**src/rtl/bpg_pkg.sv**
```systemverilog
package bpg_pkg;
    typedef enum logic [1:0] {
        PH_IDLE = 2'd0,
        PH_WAIT = 2'd1,
        PH_ACK  = 2'd2
    } phase_t;

    localparam int REGIONS = 4;
    localparam logic [1:0] RG_ROM  = 2'd0;
    localparam logic [1:0] RG_RAM  = 2'd1;
    localparam logic [1:0] RG_DISK = 2'd2;
    localparam logic [1:0] RG_UART = 2'd3;
endpackage

```
**src/rtl/bpg_decode.sv**
```systemverilog
module bpg_decode
    import bpg_pkg::*;
(
    input  logic                 clk,
    input  logic                 rst,
    input  logic                 as_n,
    input  logic                 ds_n,
    input  logic                 rw,
    input  logic [1:0]           region,
    output logic [REGIONS-1:0]   cs_n,
    output logic                 rd_n,
    output logic                 wr_n
);
    for (genvar g = 0; g < REGIONS; g++) begin : g_cs
        assign cs_n[g] = rst | as_n | (region != g[1:0]);
    end

    always_comb begin
        rd_n = 1'b1;
        wr_n = 1'b1;
        if (!rst && !ds_n) begin
            rd_n = ~rw;
            wr_n = rw;
        end
    end

    p_one_select_r1: assert property (@(posedge clk) disable iff (rst)
        $countones(~cs_n) <= 1);
    p_idle_selects_r2: assert property (@(posedge clk) disable iff (rst)
        as_n |-> (&cs_n));
    p_strobe_excl_r3: assert property (@(posedge clk) disable iff (rst)
        !(!rd_n && !wr_n));
    p_strobe_needs_ds_r3: assert property (@(posedge clk) disable iff (rst)
        ds_n |-> (rd_n && wr_n));
endmodule

```
**src/rtl/bpg_wait.sv**
```systemverilog
module bpg_wait
    import bpg_pkg::*;
#(
    parameter int DEPTH   = 8,
    parameter int MEM_TAP = 1,
    parameter int IO_TAP  = 3
) (
    input  logic clk,
    input  logic rst,
    input  logic as_n,
    input  logic io_sel,
    output logic ack0_n
);
    localparam int TW = $clog2(DEPTH);

    phase_t             ph;
    logic [DEPTH-1:0]   sr;
    logic [DEPTH-1:0]   sr_nxt;
    logic [TW-1:0]      tap;

    assign tap    = io_sel ? IO_TAP[TW-1:0] : MEM_TAP[TW-1:0];
    assign sr_nxt = {sr[DEPTH-2:0], 1'b1};

    // State register: released strobe clears at once
    always_ff @(posedge clk or posedge as_n) begin
        if (as_n) begin
            sr <= '0;
            ph <= PH_IDLE;
        end else if (rst) begin
            sr <= '0;
            ph <= PH_IDLE;
        end else begin
            sr <= sr_nxt;
            ph <= sr_nxt[tap] ? PH_ACK : PH_WAIT;
        end
    end

    // Output decode
    always_comb begin
        ack0_n = 1'b1;
        unique case (ph)
            PH_IDLE: ack0_n = 1'b1;
            PH_WAIT: ack0_n = 1'b1;
            PH_ACK:  ack0_n = rst | as_n;
            default: ack0_n = 1'b1;
        endcase
    end

    p_ack_in_cycle_r7: assert property (@(posedge clk) disable iff (rst)
        !ack0_n |-> !as_n);
    p_ack_hold_r10: assert property (@(posedge clk) disable iff (rst)
        (!ack0_n && !as_n) |=> (as_n || !ack0_n));
endmodule

```
**src/rtl/bpg_lane.sv**
```systemverilog
module bpg_lane #(
    parameter int BUS_W  = 32,
    parameter int BYTE_W = 8
) (
    input  logic [BUS_W-1:0]  cpu_wdata,
    input  logic [BYTE_W-1:0] per_rdata,
    output logic [BYTE_W-1:0] per_wdata,
    output logic [BUS_W-1:0]  cpu_rdata
);
    localparam int LO_W = BUS_W - BYTE_W;

    assign per_wdata = cpu_wdata[BUS_W-1 -: BYTE_W];
    assign cpu_rdata = {per_rdata, {LO_W{1'b0}}};
endmodule

```
**src/rtl/byte_port_glue.sv**
```systemverilog
module byte_port_glue
    import bpg_pkg::*;
#(
    parameter int DEPTH   = 8,
    parameter int MEM_TAP = 1,
    parameter int IO_TAP  = 3,
    parameter int BUS_W   = 32,
    parameter int BYTE_W  = 8
) (
    input  logic              clk,
    input  logic              rst,
    input  logic              as_n,
    input  logic              ds_n,
    input  logic              rw,
    input  logic [1:0]        addr_hi,
    input  logic [1:0]        siz,
    input  logic [BUS_W-1:0]  cpu_wdata,
    input  logic [BYTE_W-1:0] per_rdata,
    output logic              rom_cs_n,
    output logic              ram_cs_n,
    output logic              disk_cs_n,
    output logic              uart_cs_n,
    output logic              rd_n,
    output logic              wr_n,
    output logic              ack0_n,
    output logic              ack1_n,
    output logic [BYTE_W-1:0] per_wdata,
    output logic [BUS_W-1:0]  cpu_rdata
);
    logic [REGIONS-1:0] cs_n;
    logic               siz_unused;

    assign siz_unused = ^siz;

    bpg_decode u_dec (
        .clk(clk), .rst(rst), .as_n(as_n), .ds_n(ds_n), .rw(rw),
        .region(addr_hi), .cs_n(cs_n), .rd_n(rd_n), .wr_n(wr_n)
    );

    bpg_wait #(.DEPTH(DEPTH), .MEM_TAP(MEM_TAP), .IO_TAP(IO_TAP)) u_wait (
        .clk(clk), .rst(rst), .as_n(as_n), .io_sel(addr_hi[1]),
        .ack0_n(ack0_n)
    );

    bpg_lane #(.BUS_W(BUS_W), .BYTE_W(BYTE_W)) u_lane (
        .cpu_wdata(cpu_wdata), .per_rdata(per_rdata),
        .per_wdata(per_wdata), .cpu_rdata(cpu_rdata)
    );

    assign rom_cs_n  = cs_n[RG_ROM];
    assign ram_cs_n  = cs_n[RG_RAM];
    assign disk_cs_n = cs_n[RG_DISK];
    assign uart_cs_n = cs_n[RG_UART];
    assign ack1_n    = 1'b1;

    p_ack1_high_r4: assert property (@(posedge clk) disable iff (rst)
        ack1_n);
    p_reset_quiet_r9: assert property (@(posedge clk)
        rst |-> (ack0_n && rd_n && wr_n && (&cs_n)));
endmodule

```
**config.mk**
```make
export PLATFORM = sky130hd
export DESIGN_NAME = byte_port_glue
export DESIGN_NICKNAME = d
export VERILOG_FILES = /design/src/rtl/bpg_pkg.sv /design/src/rtl/bpg_decode.sv /design/src/rtl/bpg_wait.sv /design/src/rtl/bpg_lane.sv /design/src/rtl/byte_port_glue.sv
export SDC_FILE = /design/constraint.sdc
export NUM_CORES = 1
export LEC_CHECK = 0
export BUFFER_PORTS_ARGS = -buffer_cell sky130_fd_sc_hd__buf_2
export CORE_MARGIN = 3
export CORE_UTILIZATION = 24
export DETAILED_ROUTE_END_ITERATION = 8
export PLACE_DENSITY = 0.77
export SKIP_CTS_REPAIR_TIMING = 1
export SYNTH_ARGS = -nofsm -noshare
export SYNTH_HDL_FRONTEND = slang
export SYNTH_HIERARCHICAL = 1
export SYNTH_SLANG_ARGS = --single-unit
```
**constraint.sdc**
```tcl
create_clock -name clk -period 0.8 [get_ports clk]
set_input_delay 0.08 -clock clk [delete_from_list [all_inputs] [get_ports clk]]
set_output_delay 0.08 -clock clk [all_outputs]
set_load 0.02 [all_outputs]
```
==> results of run 1 <==
-- metal layers --
layer  up-vias  GRT usage, %  routed length, um
met1       137          3.18                228
met3         0          5.82                155
met5         -             0                  0
met4         0          2.13                  0
li1        139             -                  -
met2        30          6.12                414
-- worst max-delay path: stages (launching register included) --
cell and delay [ps]:
dfrtp_1 360, nor2_1 80, nand3_1 90, buf_6 140
-- power groups by stage --
| stage | clock, mW | sequential, mW | combinational, mW |
|---|---|---|---|
| after global placement | 0 | 0.274 | 0.189 |
| after CTS | 0.294 | 0.271 | 0.193 |
| after global routing | 0.316 | 0.272 | 0.256 |
| final | 0.282 | 0.271 | 0.235 |
| after detailed placement | 0 | 0.275 | 0.192 |
| after floorplan | 0 | 0.273 | 0.354 |
-- cell type report --
type | instances | area [sq um]
repair buffers | 18 | 163
inverters | 2 | 7.51
clock buffers | 4 | 26.3
fillers | 224 | 1500
well taps | 27 | 33.8
flip-flops and latches | 5 | 125
multi-input cells | 38 | 208
-- final timing paths --
kind | start | end | slack [ps] | cells after the start
max | u_wait/ph[0] | ack0_n | -180 | 3
min | per_rdata[2] | cpu_rdata[26] | 160 | 0
max reg2reg | u_wait/sr[0] | u_wait/ph[0] | 80 | 2
min reg2reg | u_wait/sr[1] | u_wait/sr[2] | 460 | 1
max in group asynchronous | as_n | u_wait/sr[1] | 310 | 4
min in group asynchronous | as_n | u_wait/ph[1] | 380 | 4
-- synth_stat cells --
cell type  count  area [sq um]
or3b_2         1          8.76
nor2b_1        2          12.5
mux2i_1        1          10.0
buf_4         41           308
nor2_1         2          7.51
nand3_1        1          5.00
and2_1         1          6.26
or4b_1         2          20.0
conb_1         2          7.51
nand4bb_1      1          11.3
or4_1          1          7.51
dfrtp_1        5           125
inv_1          2          7.51
or3_2          1          7.51
-- kinds of logic after synthesis --
logic type             Yosys count  share of synthesized area [%]
buffers and inverters           43                           57.9
DFF                              5                           23.0
muxes                            1                           1.84
other                            2                           1.38
and+or+nand+nor                 12                           15.9
-- through the flow --
stage	TNS [ps]	instance area [sq um]	setup WS, ps	total power [mW]	cells
CTS	-919	470	-192	0.758	92
global route	-691	563	-250	0.844	94
finish	-597	563	-180	0.788	94
global placement	-649	444	-151	0.463	88
detailed placement	-717	444	-166	0.467	88
floorplan	0	631	5.94	0.627	86
-- state kept, by name, indices dropped and copies added, names as in the netlist --
| register | cells |
|---|---|
| u_wait/sr | 3 |
| u_wait/ph | 2 |
==> qor.txt, run 1 <==
post-synthesis register bit count - 5
crit path capture type - primary output
Hold Crit Class - in -> out
Period minus WS final - 980 ps
detailed-route wire length per cell - 8.49 um
Vias - 306
commonest non-fill, non-tap cells in the layout - conb_1 (25), buf_6 (6), buf_2 (5), dfrtp_1 (5), buf_4 (4)
Seq/Total Area, Yosys - 23.0%
clock sink count - 5
MaxCap Viol Count - 0
startpoint types - register
# diodes - 0
Syn Area/Cell - 8.64 sq um
Cells after Synth - 63
P_sw - 258 uW
placer congestion estimate - 0.623
Final Skew - 3.56 ps
clk slew on worst S/H paths - 40 ps
gr ovfl total - 0
clock group share of total power - 35.8%
total CTS buffers - 3
clock insertion delay at the later pin of the skew report - 240 ps
die span in x - 53.6 um
First DRT Iteration DRCs - 2
synth unique cells - 14
Setup Viol. Count Final - 4
Nets - 117
Worst Path Arrival - 900 ps
initial antenna violation count - 0
Max clock buf depth - 2
most common cell after layout, fill and taps aside - conb_1
largest net degree at the start of global routing - 8
maximum vdd drop - 0.478 mV
placeable core area - 0.00206 sq mm
YS warnings - 6
Layout Utilization - 27.3%
CTS Root Cell - clkbuf_4
sw frac - 32.7%
first-pass GRT wire length - 814 um
period utilisation layout - 123%
status - finished with violations
max-slew violations - 0
Fmax - 1.02 GHz
IO buf count - 13
Routed Wire Length - 798 um
Initial Util - 26.4%
Area Overhead vs Synth - 3.45%
Syn Std Cell Area - 544 sq um
num ports - 97
number of cell rows - 16
combinational power share - 29.9%
critical setup path kind - reg -> out
Hold Slack - 160 ps
CTS H-Tree Depth - 1
Int Pwr - 531 uW
1st-pass router iterations - 4
Post-DRT Antenna Nets - 0
fin worst setup slack - -180 ps
Hold Vio Cnt, Final - 0
number of global-route vias before repair - 217
Tot GR Track Use - 4.33%
die height - 53.6 um
share of layout cells above drive strength 1 - 37.3%
Power Density - 1400 mW/mm^2
DP HPWL - 575 um
CP max FO - 1
RSZ-0062 raised after global routing - yes
via/cell ratio - 3.26
CTS tree - built
Pleak - 0.297 nW
CP required - 720 ps
die area - 0.00288 sq mm
part of the power in registers - 34.4%
failing checks - negative setup slack
DRC Markers - 0
Note: power is estimated with default switching activity, not from simulation.
==> inputs of run 2 (changes only) <==
Settings changed: CELL_PAD_IN_SITES_DETAIL_PLACEMENT set to 1, CELL_PAD_IN_SITES_GLOBAL_PLACEMENT set to 1, CORE_UTILIZATION 24 to 15, PLACE_DENSITY 0.77 to unset, PLACE_DENSITY_LB_ADDON set to 0.1.
Clock period 0.8 ns to 1 ns, I/O delays scaled along.
==> qor.txt, run 2 (same netlist as run 1, synthesis figures left out) <==
sw frac - 33.3%
RSZ-0062 raised after global routing - yes
Hold Crit Depth - 3
Fmax - 0.996 GHz
FF-to-FF path depth - 2
CP top delay family - simple AND/OR/NAND/NOR gates
max-slew violations - 0
IO buf count - 13
die span in x - 66.2 um
commonest non-fill, non-tap cells in the layout - conb_1 (25), buf_6 (7), buf_2 (5), buf_4 (5), dfrtp_1 (5)
max FFs per register - 3
Crit path largest cell delay - 510 ps
CP required - 900 ps
clock sink count - 5
die area - 0.00439 sq mm
Pleak - 0.291 nW
clock group share of total power - 36.5%
DRC Markers - 0
CTS H-Tree Depth - 1
crit path capture type - primary output
Hold Crit Class - in -> reg
Tot GR Track Use - 3.75%
worst reg-to-reg setup slack - 220 ps
Nets - 117
Fill cells - 423
Initial Util - 15.9%
gr ovfl total - 0
fin worst setup slack - -3.54 ps
fin cells - 113
Final Skew - 0.678 ps
First DRT Iteration DRCs - 9
clock insertion delay at the later pin of the skew report - 230 ps
Area Overhead vs Synth - 4.60%
placer congestion estimate - 0.613
largest reg by FF count - u_wait/sr
initial antenna violation count - 0
Vias - 296
maximum vdd drop - 0.189 mV
Setup Viol. Count Final - 2
Worst Path Buf+Inv - 2
register area - 125 sq um
Place WS - -26.5 ps
combinational power share - 29.0%
most common cell after layout, fill and taps aside - conb_1
clk slew on worst S/H paths - 40 ps
total CTS buffers - 3
share of layout cells above drive strength 1 - 37.3%
Hold Vio Cnt, Final - 0
first-pass GRT wire length - 1.19 mm
placeable core area - 0.00342 sq mm
CP cell instances - buf_4 > or4b_4 > buf_6
MaxCap Viol Count - 0
CTS tree - built
Max clock buf depth - 2
failing checks - negative setup slack
critical setup path kind - in -> out
number of cell rows - 21
num ports - 97
Worst Path Arrival - 900 ps
reg2reg end - u_wait/ph[0]
Power Density - 1100 mW/mm^2
status - finished with violations
Int Pwr - 418 uW
min-delay src - rst
hold endpoint - u_wait/sr[2]
# diodes - 0
part of the power in registers - 34.5%
detailed-route wire length per cell - 7.80 um
largest net degree at the start of global routing - 9
multi-input logic area - 201 sq um
placed instance count - 108
die height - 66.2 um
biggest regs - u_wait/sr (3), u_wait/ph (2)
Routed Wire Length - 881 um
slowest CP cell - or4b_4
CTS Root Cell - clkbuf_4
CP max FO - 8
Hold Slack - 178 ps
Period minus WS final - 1000 ps
startpoint types - input pin
P_sw - 209 uW
number of global-route vias before repair - 262
Reg-to-Reg Start - u_wait/sr[0]
total design power - 627 uW
Post-DRT Antenna Nets - 0
via/cell ratio - 2.62
1st-pass router iterations - 2
period utilisation layout - 100%
-- run 2: cell counts in the layout (fill, tap and decap cells not counted) --
Identical to the previous run, type by type.
-- run 2: power groups by stage --
stage	registers, mW	clock network (mW)	logic [mW]
after floorplan	0.218	0	0.283
after global placement	0.219	0	0.161
after detailed placement	0.219	0	0.160
after CTS	0.216	0.241	0.161
after global routing	0.217	0.249	0.199
final	0.217	0.229	0.182
-- run 2: routing by layer --
metal  track usage, %  part of all wire, %  up-vias
li1                 -                    -      139
met1             3.84                   37      130
met2             5.08                   44       27
met3             2.04                   19        0
met4             4.06                    0        0
met5                0                    0        -
-- run 2: layout make-up --
type                    count  share of cell area [%]
clock buffers               4                    4.62
inverters                   2                    1.32
multi-input cells          38                    35.4
flip-flops and latches      5                    22.0
well taps                  46                    10.1
repair buffers             18                    26.6
-- run 2: worst max path at each step --
stage	startpoint	end	slack, ps	depth (start not counted)
floorplan	as_n	rom_cs_n	170	1
global placement	rst	disk_cs_n	-30	3
detailed placement	rst	disk_cs_n	-30	3
CTS	rst	disk_cs_n	-30	3
global route	u_wait/ph[0]	ack0_n	-90	3
finish	rst	disk_cs_n	-4	3
-- run 2: metrics by stage --
step | utilization (%) | cell area [sq um] | setup TNS [ps]
2_1_floorplan | - | 631 | 0
3_3_place_gp | 13.9 | 475 | -73.0
3_5_place_dp | 13.9 | 475 | -63.4
4_1_cts | 14.7 | 502 | -94.7
5_1_grt | 16.7 | 569 | -130
6_report | 16.7 | 569 | -4.23
-- run 2: worst min-delay path, cell delays in order --
cell	delay, ps
buf_4	130
buf_4	110
nor2b_1	30
